`src/rtl/tpio_pkg.sv`:
```
package tpio_pkg;

    localparam int FUNC_W = 3;
    localparam int CTL_W  = 2;
    localparam int EDGE_W = 2;
    localparam int FLAG_W = 4;

    typedef enum logic [FUNC_W-1:0] {
        PF_OFF     = 3'd0,
        PF_CAPTURE = 3'd1,
        PF_GPIO    = 3'd4
    } pin_func_e;

    // Synchronized pin view
    typedef struct packed {
        logic level;
        logic rise;
        logic fall;
    } pin_evt_t;

    // Flag layout, MSB first: overrun, fall seen, rise seen, capture
    typedef struct packed {
        logic ovr;
        logic fall_seen;
        logic rise_seen;
        logic cap;
    } flag_t;

    typedef struct packed {
        logic oe;
        logic val;
    } drive_t;

    function automatic logic edge_admitted(logic [EDGE_W-1:0] sel, pin_evt_t e);
        return (sel[0] & e.rise) | (sel[1] & e.fall);
    endfunction

    function automatic drive_t drive_decode(logic [FUNC_W-1:0] func, logic [CTL_W-1:0] ctl);
        drive_t d;
        d.oe  = (func == PF_GPIO) && ctl[1];
        d.val = d.oe & ctl[0];
        return d;
    endfunction

endpackage

```
`src/rtl/tpio_sync.sv`:
```
module tpio_sync
    import tpio_pkg::*;
#(
    parameter int STAGES = 2
) (
    input  logic     clk,
    input  logic     rst,
    input  logic     pin_i,
    output pin_evt_t evt
);
    localparam int LAST = STAGES - 1;

    logic [STAGES-1:0] chain;
    logic              prev;

    generate
        if (STAGES == 1) begin : g_one
            always_ff @(posedge clk) begin
                if (rst) chain <= '0;
                else     chain <= pin_i;
            end
        end else begin : g_many
            always_ff @(posedge clk) begin
                if (rst) chain <= '0;
                else     chain <= {chain[STAGES-2:0], pin_i};
            end
        end
    endgenerate

    always_ff @(posedge clk) begin
        if (rst) prev <= 1'b0;
        else     prev <= chain[LAST];
    end

    always_comb begin
        evt.level = chain[LAST];
        evt.rise  = chain[LAST] & ~prev;
        evt.fall  = ~chain[LAST] & prev;
    end

endmodule

```
`src/rtl/tpio_drive.sv`:
```
module tpio_drive
    import tpio_pkg::*;
(
    input  logic [FUNC_W-1:0] pin_func,
    input  logic [CTL_W-1:0]  gpio_ctl,
    output logic              pin_o,
    output logic              pin_oe
);
    drive_t drv;

    always_comb begin
        drv    = drive_decode(pin_func, gpio_ctl);
        pin_o  = drv.val;
        pin_oe = drv.oe;
    end

endmodule

```
`src/rtl/tpio_flags.sv`:
```
module tpio_flags
    import tpio_pkg::*;
(
    input  logic              clk,
    input  logic              rst,
    input  logic              cap_mode,
    input  logic [EDGE_W-1:0] edge_sel,
    input  pin_evt_t          evt,
    input  logic              clr_we,
    input  logic [FLAG_W-1:0] clr_data,
    input  logic              irq_en,
    output logic [FLAG_W-1:0] flags,
    output logic              irq
);
    flag_t             cur;
    flag_t             set_now;
    logic [FLAG_W-1:0] set_vec;
    logic [FLAG_W-1:0] clr_vec;
    logic [FLAG_W-1:0] nxt;
    logic              cap_evt;

    always_comb begin
        cap_evt           = cap_mode && edge_admitted(edge_sel, evt);
        set_now.cap       = cap_evt;
        set_now.rise_seen = cap_mode && evt.rise;
        set_now.fall_seen = cap_mode && evt.fall;
        set_now.ovr       = cap_evt && cur.cap;
        set_vec           = set_now;
        clr_vec           = clr_we ? clr_data : '0;
    end

    genvar i;
    generate
        for (i = 0; i < FLAG_W; i++) begin : g_bit
            // set takes priority over a same-cycle clear
            assign nxt[i] = set_vec[i] | (flags[i] & ~clr_vec[i]);
        end
    endgenerate

    always_ff @(posedge clk) begin
        if (rst) flags <= '0;
        else     flags <= nxt;
    end

    assign cur = flag_t'(flags);
    assign irq = irq_en && (flags != '0);

    p_set_wins_r10: assert property (@(posedge clk) disable iff (rst)
        (set_vec != '0) |=> ((flags & $past(set_vec)) == $past(set_vec)));

    p_clear_r9: assert property (@(posedge clk) disable iff (rst)
        clr_we |=> ((flags & $past(clr_data & ~set_vec)) == '0));

    p_sticky_r9: assert property (@(posedge clk) disable iff (rst)
        !clr_we |=> ((flags & $past(flags)) == $past(flags)));

    p_overrun_r7: assert property (@(posedge clk) disable iff (rst)
        (cap_evt && cur.cap) |=> flags[3]);

endmodule

```
`src/rtl/tmr_pin_io.sv`:
```
module tmr_pin_io
    import tpio_pkg::*;
#(
    parameter int SYNC_STAGES = 2
) (
    input  logic         clk,
    input  logic         rst,
    input  logic [2:0]   pin_func,
    input  logic [1:0]   gpio_ctl,
    input  logic [1:0]   edge_sel,
    input  logic         irq_en,
    input  logic         stat_clr_we,
    input  logic [3:0]   stat_clr_data,
    input  logic         pin_i,
    output logic         pin_o,
    output logic         pin_oe,
    output logic         pin_level,
    output logic [3:0]   stat_flags,
    output logic         irq
);
    pin_evt_t evt;
    logic     cap_mode;

    assign cap_mode  = (pin_func == PF_CAPTURE);
    assign pin_level = evt.level;

    tpio_sync #(.STAGES(SYNC_STAGES)) u_sync (
        .clk   (clk),
        .rst   (rst),
        .pin_i (pin_i),
        .evt   (evt)
    );

    tpio_drive u_drive (
        .pin_func (pin_func),
        .gpio_ctl (gpio_ctl),
        .pin_o    (pin_o),
        .pin_oe   (pin_oe)
    );

    tpio_flags u_flags (
        .clk      (clk),
        .rst      (rst),
        .cap_mode (cap_mode),
        .edge_sel (edge_sel),
        .evt      (evt),
        .clr_we   (stat_clr_we),
        .clr_data (stat_clr_data),
        .irq_en   (irq_en),
        .flags    (stat_flags),
        .irq      (irq)
    );

    p_no_flag_off_r8: assert property (@(posedge clk) disable iff (rst)
        (!cap_mode && !stat_clr_we) |=> $stable(stat_flags));

    p_cap_follow_r12: assert property (@(posedge clk) disable iff (rst)
        ($rose(pin_level) && cap_mode && edge_sel[0]) |=> stat_flags[0]);

    p_oe_drive_r3: assert property (@(posedge clk) disable iff (rst)
        (pin_oe && !pin_o) |-> (gpio_ctl == 2'b10));

endmodule

```
`config.mk`:
```
export PLATFORM = sky130hd
export DESIGN_NAME = tmr_pin_io
export DESIGN_NICKNAME = d
export VERILOG_FILES = /design/src/rtl/tpio_pkg.sv /design/src/rtl/tpio_sync.sv /design/src/rtl/tpio_drive.sv /design/src/rtl/tpio_flags.sv /design/src/rtl/tmr_pin_io.sv
export SDC_FILE = /design/constraint.sdc
export NUM_CORES = 1
export LEC_CHECK = 0
export BUFFER_PORTS_ARGS = -buffer_cell sky130_fd_sc_hd__buf_2
export CORE_AREA = 10 10 47 49
export CTS_CLUSTER_SIZE = 16
export DETAILED_ROUTE_END_ITERATION = 10
export DIE_AREA = 0 0 57 59
export SYNTH_ARGS = -nofsm -noshare
export SYNTH_HDL_FRONTEND = slang
export SYNTH_SLANG_ARGS = --single-unit
```
`constraint.sdc`:
```
create_clock -name clk -period 1.8 [get_ports clk]
set_input_delay 0.27 -clock clk [delete_from_list [all_inputs] [get_ports clk]]
set_output_delay 0.27 -clock clk [all_outputs]
set_load 0.03 [all_outputs]
```
==> reports/qor.txt <==
run status: finished clean
Hold Fails Final Rpt: 0
ant diodes: 0
Syn Std Cell Area: 315 um2
Clock Tree Buf Depth: 2
Pins Over Slew Limit: 0
Max Cap Violations: 0
GP Congestion: 0.646
Die Y: 59 um
Slew @ Worst Pin: 0.231 ns
Detailed Routing Iterations Pass 1: 4
cells taking the most area after synthesis: dfxtp_1, nand2_1, nor2b_1, nor3b_4, a22oi_1
Max VDD drop: 0.000209 V
Critical Path Start Type: flop
clock transition at the registers of the reported paths: 0.05 ns
number of DRC markers in iteration 0: 3
worst hold-check path type: in -> reg
RSZ-0062 raised after global routing: false
Nets: 76
total CTS buffers: 3
dpl hpwl: 833 um
Sink Count: 7
Final period util: 80.0%
crit path kind: reg -> out
EDFF count, synth: 0
Post-CTS Setup Inserts: 0
post-route core utilization: 34.0%
H-tree levels: 1
Ports: 24
die area: 3360 um2
final worst setup slack: 0.359 ns
DR DRC count: 0
ys flop type: dfxtp_1
routed wire length: 948 um
worst skew pair latency: 0.25 ns
FF-to-FF End: u_flags.flags[0]
Initial Util: 22.5%
crit path time final: 1.44 ns
global-route wire length before repair: 1550 um
PD cells: 725 nW/um2
Total GRT Usage: 5.98%
die width: 57 um
largest stage delay on the critical path: 0.41 ns
sequential element share of the synthesized area: 44.4%
Async SR Flop Fraction: 0%
Post-DRT Antenna Nets: 0
Critical Path RT: 1.53 ns
syn nets: 48
final count of negative-setup-slack endpoints: 0
WP data arrival: 1.17 ns
drt via density: 4.32
hold depth: 2
Cells after Synth: 32
Synth top area share: 44.4%
relative slew slack: 84.6%
Fill cells: 167
dpl ws: 0.615 ns
grt ovf: 0
cts-stage hold buffer count: 0
CORE AREA: 1400 um2
reg-to-reg slack, setup: 0.84 ns
CP endpoint kind: output pin
worst reg2reg path startpoint: u_sync.prev
CP cell instances: o41a_1 > buf_2
Area Growth Syn to Fin: 51.2%
crit path launch: u_flags.flags[0]
initial antenna violation count: 0
Worst Hold End: u_sync.chain[0]
Synth top cells by count: dfxtp_1, nand2_1, nor2b_1
post-cts gate resize count: 0
average wire per standard cell: 12.6 um
row count: 14
CTS tree: yes
Vias: 324
share of cells above drive strength 1: 52.5%
average size of a mapped cell: 9.85 um2
cell taking the most area after synthesis: dfxtp_1
cell depth of the worst flop-to-flop path: 3
PortBufs: 23
fmax: 0.694 GHz
largest net degree at the start of global routing: 10
setup_tns: 0 ns
vias in the first global route: 348
YS warnings: 0
FF+latch count, synth: 7
slowest CP cell: o41a_1
Synth cell types: 15
clk root buf: clkbuf_4
Pleak: 0.225 nW
clk_skew: 0.00400 ns
min-delay src: pin_i
CP max FO: 4
==> how the worst max path moves through the flow <==
stage | to | cells past startpoint
4_1_cts | irq | 2
3_5_place_dp | pin_o | 4
2_1_floorplan | pin_o | 2
5_1_grt | irq | 2
3_3_place_gp | irq | 2
6_report | irq | 2
==> cell type report <==
| class | instances | area [um2] | share of cell area [%] |
|---|---|---|---|
| Multi-Input combinational cell | 25 | 175 | 36.7 |
| Sequential cell | 7 | 140 | 29.4 |
| Timing Repair Buffer | 23 | 115 | 24.1 |
| Clock buffer | 4 | 26.3 | 5.51 |
| Tap cell | 16 | 20.0 | 4.20 |
==> through the flow <==
stage	std cells	power, W	area (um2)	hold slack (ns)
6_report	75	0.000345	477	0.230
5_1_grt	75	0.000370	477	0.234
4_1_cts	75	0.000354	477	0.223
3_5_place_dp	71	0.000209	450	0.447
3_3_place_gp	71	0.000208	450	0.427
2_1_floorplan	32	0.000182	315	0.342
==> cells in the final DEF (no fill, tap or decap) <==
cell / instances
and2_1: 1
nor2_1: 2
nor3b_4: 1
o22ai_1: 1
a22oi_2: 1
buf_2: 23
nor2b_1: 4
o41a_1: 1
and2b_4: 1
clkbuf_4: 3
clkbuf_1: 1
nand2_1: 7
nor3_2: 1
nand3b_1: 1
dfxtp_1: 7
o22ai_2: 1
a22oi_1: 2
nand2b_1: 1
==> sequential cells by signal, summed over array words and instances, names as in the netlist <==
register	cells
u_flags.flags	4
u_sync.chain	2
u_sync.prev	1
==> where the power goes <==
group / total [W] / switching (W) / internal (W)
Combinational: 0.0000449 / 0.0000225 / 0.0000223
Sequential: 0.000160 / 0.00000175 / 0.000158
Clock: 0.000140 / 0.0000558 / 0.0000845
Total: 0.000345 / 0.0000801 / 0.000265
==> worst max-delay path, delay by kind of cell, from the launching register on <==
family          cells  cell delay [ns]
compound gates      1             0.41
flops               1             0.33
buf+inv             1             0.18
==> cells by family after synthesis <==
logic type,count (synthesis),synth area share (%)
simple gates,19,37.3
flops,7,44.4
compound gates,6,18.3
==> metal layers <==
layer | GRT usage [%] | share of wire [%] | wire length (um) | up-vias
met4 | 6.04 | 2.4 | 23 | 0
met3 | 3.43 | 9.2 | 87 | 2
met2 | 8.84 | 49 | 468 | 14
met5 | 0 | 0 | 0 | -
met1 | 5.62 | 39 | 368 | 143
li1 | - | - | - | 165
No activity file was read; power rests on OpenSTA's default activity.
